## src/rtl/spim_pkg.sv

```systemverilog
package spim_pkg;
    // Register byte offsets: software depends on them, so they are fixed.
    localparam int OFF_CTRL = 'h00;
    localparam int OFF_STAT = 'h04;
    localparam int OFF_SYS  = 'h08;
    localparam int OFF_TX   = 'h0C;
    localparam int OFF_RX   = 'h10;

    // Control register fields
    localparam int CTL_HIPRE = 5;
    localparam int CTL_CPOL  = 6;
    localparam int CTL_CPHA  = 7;

    // Status register fields
    localparam int ST_BUSY = 0;
    localparam int ST_RXF  = 2;

    // System register: chip-select level bit
    localparam int SYS_CS  = 6;
    localparam logic [7:0] SYS_RESET = 8'h40;
endpackage

```

## src/rtl/spim_clkdiv.sv

```systemverilog
module spim_clkdiv #(
    parameter int PRE_LO = 16,
    parameter int PRE_HI = 128
) (
    input  logic       clk,
    input  logic       rst_n,
    input  logic       run,
    input  logic [5:0] div_sel,
    output logic       tick
);
    localparam int HALF_MAX = PRE_HI * 32;
    localparam int CNT_W    = $clog2(HALF_MAX + 1);

    logic [CNT_W-1:0] cnt_d, cnt_q;
    logic [CNT_W-1:0] half_len;

    always_comb begin
        half_len = (div_sel[5] ? CNT_W'(PRE_HI) : CNT_W'(PRE_LO))
                 * (CNT_W'(div_sel[4:0]) + CNT_W'(1));
        tick  = run && (cnt_q == half_len - CNT_W'(1));
        cnt_d = cnt_q;
        if (!run || tick) cnt_d = '0;
        else              cnt_d = cnt_q + CNT_W'(1);
    end

    always_ff @(posedge clk or negedge rst_n) begin
        if (!rst_n) cnt_q <= '0;
        else        cnt_q <= cnt_d;
    end
endmodule

```

## src/rtl/spim_shifter.sv

```systemverilog
module spim_shifter #(
    parameter int FRAME_W = 8
) (
    input  logic               clk,
    input  logic               rst_n,
    input  logic               start,
    input  logic [FRAME_W-1:0] tx_byte,
    input  logic               cpol,
    input  logic               cpha,
    input  logic               tick,
    input  logic               miso,
    output logic               sck,
    output logic               mosi,
    output logic               busy,
    output logic               done,
    output logic [FRAME_W-1:0] rx_byte
);
    localparam int EDGES  = 2 * FRAME_W;
    localparam int EDGE_W = $clog2(EDGES);

    typedef struct packed {
        logic               busy;
        logic [EDGE_W-1:0]  ecnt;
        logic               sck;
        logic [FRAME_W-1:0] tx_sh;
        logic [FRAME_W-1:0] rx_sh;
    } shift_t;

    shift_t s_d, s_q;
    logic   odd;

    always_comb begin
        s_d  = s_q;
        done = 1'b0;
        odd  = s_q.ecnt[0];
        if (!s_q.busy) begin
            s_d.sck = cpol;
            if (start) begin
                s_d.busy  = 1'b1;
                s_d.ecnt  = '0;
                s_d.tx_sh = tx_byte;
                s_d.rx_sh = '0;
            end
        end else if (tick) begin
            s_d.sck = ~s_q.sck;
            // phase 0 samples on even (leading) edges, phase 1 on odd (trailing)
            if (cpha == odd)
                s_d.rx_sh = {s_q.rx_sh[FRAME_W-2:0], miso};
            if (cpha ? (!odd && (s_q.ecnt != '0)) : odd)
                s_d.tx_sh = {s_q.tx_sh[FRAME_W-2:0], 1'b0};
            if (s_q.ecnt == EDGE_W'(EDGES - 1)) begin
                s_d.busy = 1'b0;
                done     = 1'b1;
            end else begin
                s_d.ecnt = s_q.ecnt + EDGE_W'(1);
            end
        end
    end

    always_ff @(posedge clk or negedge rst_n) begin
        if (!rst_n) s_q <= '0;
        else        s_q <= s_d;
    end

    assign sck     = s_q.busy ? s_q.sck : cpol;
    assign mosi    = s_q.tx_sh[FRAME_W-1];
    assign busy    = s_q.busy;
    assign rx_byte = s_d.rx_sh;
endmodule

```

## src/rtl/spi_byte_master.sv

```systemverilog
module spi_byte_master
    import spim_pkg::*;
#(
    parameter int ADDR_W  = 5,
    parameter int DATA_W  = 32,
    parameter int FRAME_W = 8,
    parameter int PRE_LO  = 16,
    parameter int PRE_HI  = 128
) (
    input  logic              clk,
    input  logic              rst_n,
    input  logic              reg_sel,
    input  logic              reg_wr,
    input  logic [ADDR_W-1:0] reg_addr,
    input  logic [DATA_W-1:0] reg_wdata,
    output logic [DATA_W-1:0] reg_rdata,
    output logic              spi_sck,
    output logic              spi_mosi,
    input  logic              spi_miso,
    output logic              spi_cs_n
);
    typedef struct packed {
        logic [7:0]         ctrl;
        logic [7:0]         sys;
        logic [FRAME_W-1:0] rx;
        logic               rxfull;
        logic [DATA_W-1:0]  rdata;
    } regs_t;

    regs_t              r_d, r_q;
    logic               busy, done, start, tick;
    logic [FRAME_W-1:0] rx_byte;
    logic               wr_hit, rd_hit;
    logic [7:0]         ctrl_w;
    logic               rxfull_w;
    logic               wdata_unused;

    assign wdata_unused = ^reg_wdata;

    always_comb begin
        r_d    = r_q;
        wr_hit = reg_sel && reg_wr;
        rd_hit = reg_sel && !reg_wr;
        start  = 1'b0;
        r_d.rdata = '0;
        if (wr_hit) begin
            if (reg_addr == ADDR_W'(OFF_CTRL) && !busy) r_d.ctrl = reg_wdata[7:0];
            if (reg_addr == ADDR_W'(OFF_STAT) && !reg_wdata[ST_RXF]) r_d.rxfull = 1'b0;
            if (reg_addr == ADDR_W'(OFF_SYS)) r_d.sys = reg_wdata[7:0];
            if (reg_addr == ADDR_W'(OFF_TX) && !busy) start = 1'b1;
        end
        if (rd_hit) begin
            case (reg_addr)
                ADDR_W'(OFF_CTRL): r_d.rdata = DATA_W'(r_q.ctrl);
                ADDR_W'(OFF_STAT): begin
                    r_d.rdata[ST_BUSY] = busy;
                    r_d.rdata[ST_RXF]  = r_q.rxfull;
                end
                ADDR_W'(OFF_SYS):  r_d.rdata = DATA_W'(r_q.sys);
                ADDR_W'(OFF_RX): begin
                    r_d.rdata  = DATA_W'(r_q.rx);
                    r_d.rxfull = 1'b0;
                end
                default:           r_d.rdata = '0;
            endcase
        end
        // a completing frame wins over a same-cycle clear
        if (done) begin
            r_d.rx     = rx_byte;
            r_d.rxfull = 1'b1;
        end
    end

    always_ff @(posedge clk or negedge rst_n) begin
        if (!rst_n) begin
            r_q        <= '0;
            r_q.sys    <= SYS_RESET;
        end else begin
            r_q <= r_d;
        end
    end

    spim_clkdiv #(.PRE_LO(PRE_LO), .PRE_HI(PRE_HI)) u_div (
        .clk     (clk),
        .rst_n   (rst_n),
        .run     (busy),
        .div_sel (r_q.ctrl[5:0]),
        .tick    (tick)
    );

    spim_shifter #(.FRAME_W(FRAME_W)) u_shift (
        .clk     (clk),
        .rst_n   (rst_n),
        .start   (start),
        .tx_byte (reg_wdata[FRAME_W-1:0]),
        .cpol    (r_q.ctrl[CTL_CPOL]),
        .cpha    (r_q.ctrl[CTL_CPHA]),
        .tick    (tick),
        .miso    (spi_miso),
        .sck     (spi_sck),
        .mosi    (spi_mosi),
        .busy    (busy),
        .done    (done),
        .rx_byte (rx_byte)
    );

    assign reg_rdata = r_q.rdata;
    assign spi_cs_n  = r_q.sys[SYS_CS];
    assign ctrl_w    = r_q.ctrl;
    assign rxfull_w  = r_q.rxfull;
endmodule

```

## config.mk

```make
export PLATFORM = sky130hd
export DESIGN_NAME = spi_byte_master
export DESIGN_NICKNAME = d
export VERILOG_FILES = /design/src/rtl/spim_pkg.sv /design/src/rtl/spim_clkdiv.sv /design/src/rtl/spim_shifter.sv /design/src/rtl/spi_byte_master.sv
export SDC_FILE = /design/constraint.sdc
export NUM_CORES = 1
export LEC_CHECK = 0
export BUFFER_PORTS_ARGS = -buffer_cell sky130_fd_sc_hd__buf_2
export CORE_MARGIN = 2
export CORE_UTILIZATION = 60
export DETAILED_ROUTE_END_ITERATION = 10
export GPL_TIMING_DRIVEN = 0
export PLACE_DENSITY_LB_ADDON = 0.08
export SETUP_SLACK_MARGIN = 0.02
export SYNTH_ARGS = -nofsm -noshare
export SYNTH_HDL_FRONTEND = slang
export SYNTH_SLANG_ARGS = --single-unit
```

## constraint.sdc

```tcl
create_clock -name clk -period 12.9 [get_ports clk]
set_input_delay 0 -clock clk [delete_from_list [all_inputs] [get_ports clk]]
set_output_delay 0 -clock clk [all_outputs]
set_load 0.01 [all_outputs]
```

==> qor.yml <==
status: "finished clean"
cp_num_buf_inv: 0
p_int_mw: 0.3875
hold_viol: 0
routedWlPerCell_um: 14.94
drt_iter0_drc: 200
p_clk_share_pct: 37.1
finalSetupViolCount: 0
synth.most_common_cell: "dfrtp_1"
syn2layout_area_growth_pct: 16.51
gp_congestion: 0.8353
crit_fanout: 9
synth_common_cells: "dfrtp_1, buf_4, nor2_1"
crit_chain: "ha_1 -> nand3_1 -> xnor2_1 -> nor2_1 -> ha_1 -> xnor2_1 -> ha_1 -> ha_1 -> ha_1 -> a21o_1 -> a2111oi_0 -> nand4_1 -> or4_4 -> nor4_4 -> o21ai_4 -> a221o_1"
ys_ff_latch: 68
antenna_left: 0
totalPowerFinal_mw: 0.5387
path_class: "reg2reg"
rrSetupSlack_ns: 7.73
dp_hpwl_um: 5872
end_kind: "flop"
worstSetupEndpoint: "u_shift.mosi$_DFFE_PN0P_"
route.detailed.drc: 0
postSynthAreaPerCell_um2: 10.34
clkTransAtPathRegs_ns: 0.08
clk_latency_ns: 0.35
layout-drive-gt1-share_pct: 25.43
cts_buffers: 9
ir_drop_mv: 0.09807
num_antenna_cells: 0
comb_power_share_pct: 16.6
max_slew_margin_pct: 37.64
cts_root_buf: "clkbuf_8"
cp.arrival_ns: 5.40
synth_edf_count: 0
power.switching_mw: 0.1512
syn_area_um2: 4033
die_area_um2: 7393
clkSinkCount: 68
slowest_delay_ns: 0.58
slowest_stage: "dfrtp_1"
final_nets: 527
ys_types: 51
initial_core_util_pct: 62.79
worst_pin_slew_ns: 0.9276
nFillCells: 498
vias: 2996
synth_largest_area_cell: "dfrtp_1"
grt_pass1_vias: 2906
first_pass_iters: 4
rsz0062_at_grt: "false"
hold_path_class: "in2reg"
fmax_ghz: 0.1934
grt.total_usage_pct: 23.68
viasPerCell: 5.497
crit_path_frequent_cell: "ha_1"
wl_um: 8145
gr-total-overflow: 0
required_ns: 13.13
die_x_um: 85.98
startpoint: "ctrl_w[0]$_DFFE_PN0P_"
yosysWarnings: 0
r2r-end: "u_shift.mosi$_DFFE_PN0P_"
synthCells: 390
die_y_um: 85.98
synthTopCellsByArea: "dfrtp_1, ha_1, mux2_2, buf_4, xnor2_1"
start_kind: "flop"
p_leak_nw: 2.303
coreArea_um2: 6422
cts.htree.levels: 3
antenna_found_initial: 0
synth_top_area_share_pct: 41.58
p_per_area_nw_per_um2: 114.7
synth_flop_cell: "dfrtp_1"
multi_input_comb_area_um2: 2077
async_flop_share_pct: 100.0
ys_seq_area_share_pct: 42.23
seq_area_um2: 1703
critPathTopFamily: "adder cells"
p_seq_share_pct: 46.3
fin_tns_setup_ns: 0
ctsResizeCount: 0
layout_min_cycle_time_ns: 5.171
boundaryPins: 77
switching_share_pct: 28.06
drv_slew: 0
grt_pass1_wl_um: 13640
fin_crit_sh_pct: 40.08
place_area_um2: 4358
rows: 29
cts_tree: "built"
rr_worst_depth: 16
timing.rr.start: "ctrl_w[0]$_DFFE_PN0P_"
worst_clock_skew_ns: 0.008619
stdcell_area_um2: 4698
grt_max_degree: 69
port_buffers: 28
maxCapViolations: 0
clk_path_buf_depth: 2
crit_cells: 16
==> area by class of cell <==
cell class                      count  area share [%]
Clock buffer                       10           2.929
Clock inverter                      6           1.838
Timing Repair Buffer               39           5.379
Buffer                             42           6.152
Sequential cell                    68           36.24
Inverter                           15           1.198
Multi-Input combinational cell    288           44.21
Tap cell                           77           2.051
==> sequential cells by signal (all words and copies together) (netlist names) <==
register      cells
r_q              15
u_div.cnt_q      13
u_shift.mosi      1
u_shift.odd       1
u_shift.s_q      19
reg_rdata         8
rxfull_w          1
ctrl_w            8
spi_cs_n          1
u_shift.busy      1
==> worst register-to-register path, cell delays in order (launching register included) <==
cell	delay, ns
dfrtp_1	0.58
ha_1	0.28
nand3_1	0.12
xnor2_1	0.19
nor2_1	0.08
ha_1	0.31
xnor2_1	0.13
ha_1	0.29
ha_1	0.30
ha_1	0.38
a21o_1	0.24
a2111oi_0	0.43
nand4_1	0.16
or4_4	0.49
nor4_4	0.54
o21ai_4	0.17
a221o_1	0.38
==> worst min path at each step <==
stage,slack [ns],depth (start not counted),endpoint,startpoint
finish,0.08,4,rxfull_w$_DFF_PN0_,reg_wr
global route,0.09,4,rxfull_w$_DFF_PN0_,reg_wr
CTS,0.07,4,rxfull_w$_DFF_PN0_,reg_wr
detailed placement,0.17,1,u_shift.s_q[13]$_DFFE_PN0P_,rst_n
global placement,0.25,2,u_shift.s_q[0]$_DFF_PN0_,spi_miso
floorplan,-0.30,0,ctrl_w[0]$_DFFE_PN0P_,rst_n
==> logic make-up (layout without fill, tap and decap cells) <==
family	after synthesis	count (layout)	share of synthesized area (%)
and+or+nand+nor	112	112	15.11
AOI/OAI and AO/OA	75	75	13.56
DFF	68	68	42.23
buffers and inverters	57	112	8.563
xor gates and xnor gates	31	31	6.919
muxes	24	24	6.702
adders and majority gates	22	22	6.826
other	1	24	0.09299
==> cells in the final DEF, fill, tap and decap left out, drive strengths merged, types with 8 or more instances in the layout <==
master,count
inv,16
nand2,21
a22oi,16
conb,24
xnor2,21
xor2,10
nor2,35
dlygate4sd3,11
clkbuf,16
dfrtp,67
nand3,13
mux2,24
and2,11
buf,64
a21oi,16
and3,8
a22o,10
o21ai,11
ha,22
==> per-layer routing <==
| layer | up-vias | GRT usage, % | wire [µm] |
|---|---|---|---|
| met5 | - | 0 | 0 |
| met4 | 0 | 7.792 | 143 |
| met3 | 13 | 5.294 | 346 |
| met2 | 72 | 37.84 | 3855 |
| met1 | 1432 | 32.08 | 3799 |
| li1 | 1479 | - | - |
==> repair_timing <==
item	in CTS	in global routing
hold buffers	11	0
setup endpoints to repair	0	0
endpoints found under the hold margin	93	0
setup buffers	0	0
==> through the flow <==
| step | setup slack [ns] | hold slack, ns | instances | util [%] |
|---|---|---|---|---|
| 4_1_cts | 7.759 | 0.06659 | 545 | 73.06 |
| 6_report | 7.729 | 0.07745 | 545 | 73.15 |
| 3_5_place_dp | 7.777 | 0.1686 | 518 | 67.86 |
| 5_1_grt | 7.286 | 0.08862 | 545 | 73.15 |
| 2_1_floorplan | 8.297 | -0.2956 | 413 | - |
| 3_3_place_gp | 7.910 | 0.2531 | 518 | 67.82 |
==> power groups by stage <==
stage | registers [mW] | clock network, mW | logic, mW
after global placement | 0.252 | 0 | 0.0834
after CTS | 0.249 | 0.203 | 0.0894
after global routing | 0.253 | 0.212 | 0.100
final | 0.250 | 0.200 | 0.0895
after detailed placement | 0.254 | 0 | 0.0862
after floorplan | 0.249 | 0 | 0.0649
No activity file was read; power rests on OpenSTA's default activity.
